===== src/rtl/evc_pkg.sv =====
package evc_pkg;

    typedef enum logic [1:0] {
        EDGE_NONE = 2'b00,
        EDGE_RISE = 2'b01,
        EDGE_FALL = 2'b10,
        EDGE_BOTH = 2'b11
    } edge_sel_e;

    typedef enum logic [2:0] {
        ST_OFF  = 3'd0,
        ST_UP   = 3'd1,
        ST_DOWN = 3'd2,
        ST_HALT = 3'd3,
        ST_BAD  = 3'd4
    } evc_state_e;

endpackage


===== src/rtl/evc_edge_det.sv =====
module evc_edge_det
    import evc_pkg::*;
#(
    parameter int STAGES = 2
) (
    input  logic      clk,
    input  logic      rst_n,
    input  logic      pin_raw,
    input  edge_sel_e sel,
    output logic      hit
);

    logic [STAGES-1:0] chain_q;
    logic              last_q;
    logic              rise;
    logic              fall;
    logic [1:0]        sel_bits;

    generate
        if (STAGES == 1) begin : g_one
            always_ff @(posedge clk or negedge rst_n) begin
                if (!rst_n) chain_q <= '0;
                else        chain_q <= pin_raw;
            end
        end else begin : g_many
            always_ff @(posedge clk or negedge rst_n) begin
                if (!rst_n) chain_q <= '0;
                else        chain_q <= {chain_q[STAGES-2:0], pin_raw};
            end
        end
    endgenerate

    always_ff @(posedge clk or negedge rst_n) begin
        if (!rst_n) last_q <= 1'b0;
        else        last_q <= chain_q[STAGES-1];
    end

    always_comb begin
        sel_bits = sel;
        rise     = chain_q[STAGES-1] & ~last_q;
        fall     = ~chain_q[STAGES-1] & last_q;
        hit      = (sel_bits[0] & rise) | (sel_bits[1] & fall);
    end

endmodule


===== src/rtl/evc_core.sv =====
module evc_core
    import evc_pkg::*;
#(
    parameter  int LOW_W = 16,
    parameter  int PRE_W = 8,
    localparam int CNT_W = LOW_W + PRE_W
) (
    input  logic             clk,
    input  logic             rst_n,
    input  logic             en_wr,
    input  logic             en_wdata,
    input  logic             dir_up,
    input  edge_sel_e        edge_in,
    input  logic [CNT_W-1:0] load_val,
    input  logic [CNT_W-1:0] match_val,
    input  logic             ev_hit,
    output edge_sel_e        edge_cfg,
    output logic [CNT_W-1:0] cnt,
    output logic             match_pulse,
    output logic             run_en
);

    evc_state_e       state_q, state_d;
    logic [CNT_W-1:0] cnt_q;
    logic [CNT_W-1:0] ld_q;
    logic [CNT_W-1:0] mt_q;
    edge_sel_e        edge_q;

    logic             start;
    logic             stop;
    logic             legal_in;
    evc_state_e       start_tgt;
    logic [CNT_W-1:0] cnt_inc;
    logic [CNT_W-1:0] cnt_dec;
    logic             up_wrap;
    logic             dn_done;

    always_comb begin
        start     = en_wr & en_wdata;
        stop      = en_wr & ~en_wdata;
        legal_in  = load_val > match_val;
        start_tgt = !legal_in ? ST_BAD : (dir_up ? ST_UP : ST_DOWN);
        cnt_inc   = cnt_q + 1'b1;
        cnt_dec   = cnt_q - 1'b1;
        up_wrap   = ev_hit & (cnt_inc == mt_q);
        dn_done   = ev_hit & (cnt_dec == mt_q);
    end

    // Next-state logic
    always_comb begin
        state_d = state_q;
        unique case (state_q)
            ST_OFF:  state_d = ST_OFF;
            ST_UP:   state_d = ST_UP;
            ST_DOWN: if (dn_done) state_d = ST_HALT;
            ST_HALT: state_d = ST_HALT;
            ST_BAD:  state_d = ST_BAD;
            default: state_d = ST_OFF;
        endcase
        if (start)     state_d = start_tgt;
        else if (stop) state_d = ST_OFF;
    end

    // State register
    always_ff @(posedge clk or negedge rst_n) begin
        if (!rst_n) state_q <= ST_OFF;
        else        state_q <= state_d;
    end

    // Setup snapshot, taken on an enable write of 1
    always_ff @(posedge clk or negedge rst_n) begin
        if (!rst_n) begin
            ld_q   <= '0;
            mt_q   <= '0;
            edge_q <= EDGE_NONE;
        end else if (start) begin
            ld_q   <= load_val;
            mt_q   <= match_val;
            edge_q <= edge_in;
        end
    end

    // Count datapath
    always_ff @(posedge clk or negedge rst_n) begin
        if (!rst_n) begin
            cnt_q <= '0;
        end else if (start) begin
            cnt_q <= dir_up ? '0 : load_val;
        end else if (!stop) begin
            unique case (state_q)
                ST_UP:   if (ev_hit) cnt_q <= up_wrap ? '0 : cnt_inc;
                ST_DOWN: if (ev_hit) cnt_q <= dn_done ? ld_q : cnt_dec;
                default: cnt_q <= cnt_q;
            endcase
        end
    end

    // Outputs
    always_comb begin
        cnt         = cnt_q;
        edge_cfg    = edge_q;
        run_en      = (state_q == ST_UP) || (state_q == ST_DOWN) || (state_q == ST_BAD);
        match_pulse = ~en_wr & (((state_q == ST_UP) & up_wrap) |
                                ((state_q == ST_DOWN) & dn_done));
    end

endmodule


===== src/rtl/evc_flag.sv =====
module evc_flag (
    input  logic clk,
    input  logic rst_n,
    input  logic set_pulse,
    input  logic clr_w1c,
    input  logic irq_mask,
    output logic flag,
    output logic irq
);

    logic flag_q;

    always_ff @(posedge clk or negedge rst_n) begin
        if (!rst_n)         flag_q <= 1'b0;
        else if (set_pulse) flag_q <= 1'b1;
        else if (clr_w1c)   flag_q <= 1'b0;
    end

    always_comb begin
        flag = flag_q;
        irq  = flag_q & irq_mask;
    end

endmodule


===== src/rtl/evc_top.sv =====
module evc_top
    import evc_pkg::*;
#(
    parameter  int LOW_W       = 16,
    parameter  int PRE_W       = 8,
    parameter  int SYNC_STAGES = 2,
    localparam int CNT_W       = LOW_W + PRE_W
) (
    input  logic             clk,
    input  logic             rst_n,
    input  logic             evt_in,
    input  logic             en_wr,
    input  logic             en_wdata,
    input  logic             dir_up,
    input  logic [1:0]       edge_sel,
    input  logic [CNT_W-1:0] load_val,
    input  logic [CNT_W-1:0] match_val,
    input  logic             irq_mask,
    input  logic             flag_clr,
    output logic [CNT_W-1:0] cnt_out,
    output logic             match_flag,
    output logic             irq,
    output logic             run_en
);

    edge_sel_e edge_cfg;
    logic      ev_hit;
    logic      set_pulse;

    evc_edge_det #(
        .STAGES (SYNC_STAGES)
    ) u_edge (
        .clk     (clk),
        .rst_n   (rst_n),
        .pin_raw (evt_in),
        .sel     (edge_cfg),
        .hit     (ev_hit)
    );

    evc_core #(
        .LOW_W (LOW_W),
        .PRE_W (PRE_W)
    ) u_core (
        .clk         (clk),
        .rst_n       (rst_n),
        .en_wr       (en_wr),
        .en_wdata    (en_wdata),
        .dir_up      (dir_up),
        .edge_in     (edge_sel_e'(edge_sel)),
        .load_val    (load_val),
        .match_val   (match_val),
        .ev_hit      (ev_hit),
        .edge_cfg    (edge_cfg),
        .cnt         (cnt_out),
        .match_pulse (set_pulse),
        .run_en      (run_en)
    );

    evc_flag u_flag (
        .clk       (clk),
        .rst_n     (rst_n),
        .set_pulse (set_pulse),
        .clr_w1c   (flag_clr),
        .irq_mask  (irq_mask),
        .flag      (match_flag),
        .irq       (irq)
    );

endmodule


===== config.mk =====
export PLATFORM = sky130hd
export DESIGN_NAME = evc_top
export DESIGN_NICKNAME = d
export VERILOG_FILES = /design/src/rtl/evc_pkg.sv /design/src/rtl/evc_edge_det.sv /design/src/rtl/evc_core.sv /design/src/rtl/evc_flag.sv /design/src/rtl/evc_top.sv
export SDC_FILE = /design/constraint.sdc
export NUM_CORES = 1
export LEC_CHECK = 0
export BUFFER_PORTS_ARGS = -buffer_cell sky130_fd_sc_hd__buf_2
export CAP_MARGIN = 40
export CELL_PAD_IN_SITES_DETAIL_PLACEMENT = 1
export CELL_PAD_IN_SITES_GLOBAL_PLACEMENT = 1
export CORE_MARGIN = 2
export CORE_UTILIZATION = 47
export CTS_CLUSTER_DIAMETER = 40
export DETAILED_ROUTE_END_ITERATION = 8
export PLACE_DENSITY_LB_ADDON = 0.1
export SETUP_SLACK_MARGIN = 0.3
export SYNTH_ARGS = -nofsm -noshare
export SYNTH_HDL_FRONTEND = slang
export SYNTH_SLANG_ARGS = --single-unit

===== constraint.sdc =====
create_clock -name clk -period 6.9 [get_ports clk]
set_clock_uncertainty 0.1 [all_clocks]
set_input_delay 1.38 -clock clk [delete_from_list [all_inputs] [get_ports clk]]
set_output_delay 1.38 -clock clk [all_outputs]
set_load 0.02 [all_outputs]

After elaboration in Yosys (flattened, before gate mapping)
Cells that the tools add are included.
- word-level logic and storage cells: 60
- register bits: 81
- mux-type cells: 16
- bitwise logic cells: 18
- equal/unequal tests: 10
- add/sub/neg operators: 2
- reductions and logical operators: 5
- magnitude comparators: 1
- operator list (cell ; count):
    $mux W24 ; 7
    $eq A24 B24 Y1 ; 2
    $pmux W24 S2 ; 1
    $add A24 B1 Y24 const B ; 1
    $gt A24 B24 Y1 ; 1
    $sub A24 B1 Y24 const B ; 1
    $and A1 B1 Y1 ; 12
    $mux W3 ; 4
    $pmux W3 S4 ; 1
    $eq A3 B2 Y1 const B ; 2
    $ne A3 B1 Y1 const B ; 2
    $ne A4 B1 Y1 const B ; 1
    $not A1 Y1 ; 4
    $reduce_and A4 Y1 ; 1
    $eq A3 B1 Y1 const B ; 1
    $eq A3 B3 Y1 const B ; 1
    $reduce_bool A3 Y1 ; 1
    $logic_or A1 B1 Y1 ; 2
    $mux W1 ; 2
    $mux W2 ; 1
    $ne A2 B1 Y1 const B ; 1
    $or A1 B1 Y1 ; 2
    $reduce_bool A2 Y1 ; 1

Depth between registers and ports, before layout
- depth after elaboration: 10
- depth in mapped cells: 14
- gate-level depth less buffers: 11

Cells and area by module
Synthesis repeated with hierarchy kept, for this count alone.
- cells, all modules: 849
- area, all modules: 6821.5 µm²
- by module, submodules not included (module ; seq. area each (µm²) ; instances ; cells an instance ; area an instance (µm²)):
    evc_core ; 1926.8 ; 1 ; 839 ; 6683.9
    evc_edge_det ; 75.1 ; 1 ; 6 ; 95.1
    evc_flag ; 25.0 ; 1 ; 4 ; 42.5

Worst setup path after synthesis
Ideal clock, no wire load.
- path kind: register to register
- from: register u_core.cnt_q[0] (netlist: u_core.cnt[0])
- to: register u_core.cnt_q[8] (netlist: u_core.cnt[8])
- clock period less this slack: 3.599 ns
- slack: 3.301 ns
- data arrival time: 3.376 ns
- buffers on the path: 2
- data required time: 6.676 ns
- setup time: 0.124 ns
- stages on the path, launching flop included: 14
- cell sequence: dfrtp_1 buf_2 inv_1 ha_1 nor3b_4 nand4_2 nand2b_4 xor2_1 or4_1 a2111o_1 buf_2 mux2_1 a21oi_1 a21oi_1
- cells in the longest elaborated chain, start to end: 8
- ends and longest elaborated chain (element ; line ; source):
    start, declared ; evc_core.sv:24 ; logic [CNT_W-1:0] cnt_q;
    start signal, assigned ; evc_core.sv:88 ; cnt_q <= dir_up ? '0 : load_val;
    start signal, assigned ; evc_core.sv:91 ; ST_UP: if (ev_hit) cnt_q <= up_wrap ? '0 : cnt_inc;
    start signal, assigned ; evc_core.sv:92 ; ST_DOWN: if (ev_hit) cnt_q <= dn_done ? ld_q : cnt_dec;
    $sub A24 B1 Y24 or $add A24 B1 Y24 (tied branches) ; evc_core.sv:44, evc_core.sv:43 ;
    $eq A24 B24 Y1, on equally long branches ; evc_core.sv:46, evc_core.sv:45 ;
    $and A1 B1 Y1, on equally long branches ; evc_core.sv:46, evc_core.sv:45 ;
    $mux W24, on equally long branches (2 in series) ; evc_core.sv:92, evc_core.sv:91 ;
    $pmux W24 S2 (*) ; evc_core.sv:90 ; unique case (state_q)
    $mux W24 (*) ; evc_core.sv:89 ; end else if (!stop) begin
    $mux W24 (*) ; evc_core.sv:87 ; end else if (start) begin
Mark *: on every way between the ends. The rest lies on a longest branch, timed or not. The select of a mux whose other input is x is not followed.
A chain may end at the register's enable or synchronous reset.

Worst setup path in the final report
- from: register u_core.cnt_q[2] (netlist: u_core.cnt[2])
- to: register u_core.cnt_q[7] (netlist: u_core.cnt[7])
The elaborated chain is that of the path after synthesis.

==> summary.md <==
| Metric | Value |
|---|---|
| M1 wire length | 10,800 um |
| Detailed-router iteration count before antenna repair | 5 |
| FMAX | 210 MHz |
| Crit Path Class | register to register |
| CP Launch Type | register |
| Max_slew headroom | 47.8% |
| Global-route wire length before repair | 37,800 um |
| Worst Tran Pin Value | 0.778 ns |
| Clk_lat worst skew | 0.36 ns |
| Worst EP required | 6.99 ns |
| Cell Int Power | 0.000982 W |
| Reg2Reg Setup Slack | 2.14 ns |
| Initial Util | 48.1% |
| DRC | 0 |
| Cts hold-fix bufs | 0 |
| Synthesized flop and latch total | 81 |
| Synth cell types | 71 |
| Max-cap check violation count | 0 |
| Net switching power | 0.000653 W |
| Register area | 2030 um2 |
| Async SR Flop Fraction | 100% |
| Leak | 3.30 nW |
| Sw Share | 39.9% |
| Final core occ | 53.9% |
| Vias in the first global route | 6,766 |
| DRT Wirelength | 23,900 um |
| R2R cell count | 10 |
| Grt total ovfl | 0 |
| Met3 Routed Length | 1140 um |
| Min Clock Period, post-route | 4.76 ns |
| Type of the most critical hold path | register to register |
| Initial antenna violation count | 0 |
| Longest Clk Path Bufs | 2 |
| Width of the chip | 123 um |
| Fraction of layout cells with a size suffix above 1 | 16.1% |
| Die height | 123 um |
| Largest net degree at the start of global routing | 52 |
| Worst r2r dst | u_core.cnt[7]$_DFFE_PN0P_ |
| DR iter-0 viols | 484 |
| PwrDens | 218 nW/um2 |
| CTS tree | done |
| Footprint of the multi-input gates | 4250 um2 |
| Synthesis-to-layout area growth | 12.1% |
| Hpwl dp | 17,800 um |
| Ys flop type | dfrtp_1 |
| Clk slew on worst S/H paths | 0.07 ns |
| Clock Power Share | 28.9% |
| Clock root buffer | clkbuf_16 |
| EDFF count, synth | 0 |
| VDD IR max | 0.108 mV |
| Cell row count | 43 |
| Finish-stage setup viols | 0 |
| Status | complete, no violations |
| Setup bufs post-CTS | 0 |
| Synth Cell Area | 6680 um2 |
| Syn_nets | 926 |
| Tot GR Track Use | 33.0% |
| Vias per cell | 6.12 |
| Clock sink total | 81 |
| RSZ-0062 raised after global routing | false |
| DR WL/cell | 22.3 um |
| PortBufs | 84 |
| Fillcell total | 1,732 |
| Area of the die | 15,200 um2 |
| Setup TNS | 0 ns |
| I/O pin count | 85 |
| ANT cells | 0 |
| Nets@finish | 972 |
| GP Congestion | 0.990 |
| Final hold vios | 0 |
| Register share of total power | 39.9% |
| ANT nets after route | 0 |
| CTS Buf Count | 9 |
| Vias | 6,566 |
| FF-to-FF Start | u_core.cnt[2]$_DFFE_PN0P_ |
| Mean area per synthesized cell | 7.93 um2 |
| Max layer used | met4 |
| Met2 wire len | 11,100 um |
| Cts repair resizes | 0 |
| Crit Path Max Fanout | 17 |
| Fin crit share | 69.0% |
| Crit path DAT | 4.85 ns |
| Synthesis Warnings | 0 |
| CP Capture Type | register |
| Sequential share of the synthesized area | 30.4% |
| H-tree depth | 3 |
| Comb pwr share | 31.2% |
| Core area | 13,900 um2 |
| Critical Path Start | u_core.cnt[2]$_DFFE_PN0P_ |
| Worst Setup EP | u_core.cnt[7]$_DFFE_PN0P_ |
| Slew Limit Fails | 0 |
| Cell count after synthesis | 842 |
[kinds of logic after synthesis]
group           share of synthesized area (%)
flops                                    30.4
compound gates                           17.6
buf+inv                                  6.17
xor+xnor                                 11.0
simple gates                             27.0
mux                                      2.92
fa+ha+maj                                4.87
[power by group through the flow]
| stage | clock, W | sequential (W) | combinational, W |
|---|---|---|---|
| 2_1_floorplan | 0 | 0.000605 | 0.000373 |
| 3_3_place_gp | 0 | 0.000651 | 0.000485 |
| 3_5_place_dp | 0 | 0.000658 | 0.000504 |
| 4_1_cts | 0.000477 | 0.000649 | 0.000509 |
| 6_report | 0.000473 | 0.000652 | 0.000510 |
| 5_1_grt | 0.000499 | 0.000662 | 0.000565 |
[sequential cells by signal, indices dropped and copies added (netlist names)]
name / count
u_core.state_q: 3
u_flag.flag: 1
u_core.ld_q: 24
u_edge.chain_q: 2
u_core.cnt: 24
u_core.mt_q: 24
u_edge.last_q: 1
u_core.edge_cfg: 2
[cells in the mapped netlist, types with 4 or more instances]
library cell | instances | area share, %
o21ai_1 | 6 | 0.45
or3_1 | 11 | 1.0
and4_1 | 5 | 0.66
o31ai_1 | 9 | 1.0
nand3_1 | 23 | 1.7
a22oi_1 | 4 | 0.45
ha_1 | 26 | 4.9
or4_1 | 7 | 0.79
a31oi_1 | 4 | 0.37
xor2_1 | 43 | 5.6
nand2_1 | 146 | 8.2
mux2_1 | 10 | 1.7
o22ai_1 | 4 | 0.37
or2_2 | 4 | 0.37
buf_2 | 14 | 1.0
xnor2_1 | 41 | 5.4
o21a_1 | 6 | 0.67
mux2i_1 | 6 | 0.90
nand4_1 | 14 | 1.3
and2_1 | 4 | 0.37
nor4_1 | 8 | 0.75
a21o_1 | 6 | 0.67
a21oi_1 | 53 | 4.0
buf_6 | 4 | 0.67
a211oi_1 | 8 | 0.90
dfrtp_1 | 81 | 30
nand2b_1 | 8 | 0.75
and3_1 | 11 | 1.0
clkbuf_1 | 41 | 2.3
nor2b_1 | 4 | 0.37
o21ai_0 | 53 | 4.0
nor2_1 | 44 | 2.5
inv_1 | 35 | 2.0
nor3_1 | 35 | 2.6
a31o_2 | 4 | 0.52
a311oi_1 | 5 | 0.66
[cell usage in the layout (no fill, tap or decap), types with 5 or more instances in the layout]
master / n
or4_1: 7
dfrtp_1: 81
nor2_1: 44
o21ai_1: 6
a21oi_1: 53
xor2_1: 43
o31ai_1: 9
buf_4: 9
xnor2_1: 41
nand3_1: 23
nand4_1: 14
a311oi_1: 5
a21o_1: 6
and3_1: 11
nor4_1: 8
inv_1: 35
nor3_1: 33
o21a_1: 6
ha_1: 26
mux2i_1: 6
clkbuf_16: 9
buf_2: 84
and4_1: 5
nand2_1: 145
a211oi_1: 8
o21ai_0: 53
mux2_1: 10
or3_1: 11
nand2b_1: 8
[cell type report]
class / instances / area share (%)
Clock buffer: 9 / 3.01
Sequential cell: 81 / 27.1
Inverter: 35 / 1.75
Clock inverter: 7 / 0.719
Tap cell: 180 / 3.01
Multi-Input combinational cell: 664 / 56.8
Timing Repair Buffer: 97 / 7.67
[per-stage QoR]
stage | cells | worst slack (ns) | total power (W) | area, um2 | hold slack [ns]
floorplan | 842 | 3.30 | 0.000978 | 6680 | 0.231
global placement | 1052 | 2.47 | 0.00114 | 7120 | 0.242
detailed placement | 1057 | 2.33 | 0.00116 | 7210 | 0.243
CTS | 1073 | 2.21 | 0.00164 | 7490 | 0.266
global route | 1073 | 1.92 | 0.00173 | 7490 | 0.271
finish | 1073 | 2.14 | 0.00164 | 7490 | 0.264
[critical path, stage by stage (launching register included)]
cell and delay [ns]:
dfrtp_1 0.60, nor4_2 0.49, nand2_1 0.45, nor4_2 0.62, mux2_2 0.41, a31o_2 0.25, a2111o_1 0.66, buf_4 0.36
mux2_1 0.33, a21oi_1 0.21, a311oi_1 0.10
[how the worst min path moves through the flow]
| stage | from | endpoint | cells after the start |
|---|---|---|---|
| after global routing | u_edge.chain_q[0]$_DFF_PN0_ | u_edge.chain_q[1]$_DFF_PN0_ | 0 |
| after CTS | u_edge.chain_q[0]$_DFF_PN0_ | u_edge.chain_q[1]$_DFF_PN0_ | 0 |
| after floorplan | u_edge.chain_q[0]$_DFF_PN0_ | u_edge.chain_q[1]$_DFF_PN0_ | 0 |
| final | u_edge.chain_q[0]$_DFF_PN0_ | u_edge.chain_q[1]$_DFF_PN0_ | 0 |
| after detailed placement | u_edge.chain_q[0]$_DFF_PN0_ | u_edge.chain_q[1]$_DFF_PN0_ | 0 |
| after global placement | u_edge.chain_q[0]$_DFF_PN0_ | u_edge.chain_q[1]$_DFF_PN0_ | 0 |
[per-layer routing]
metal / global-route usage (%) / up-vias
met3: 5.63 / 49
met4: 14.8 / 0
met2: 52.4 / 187
met5: 0 / -
li1: - / 3049
met1: 44.1 / 3281
No activity file was read; power rests on OpenSTA's default activity.
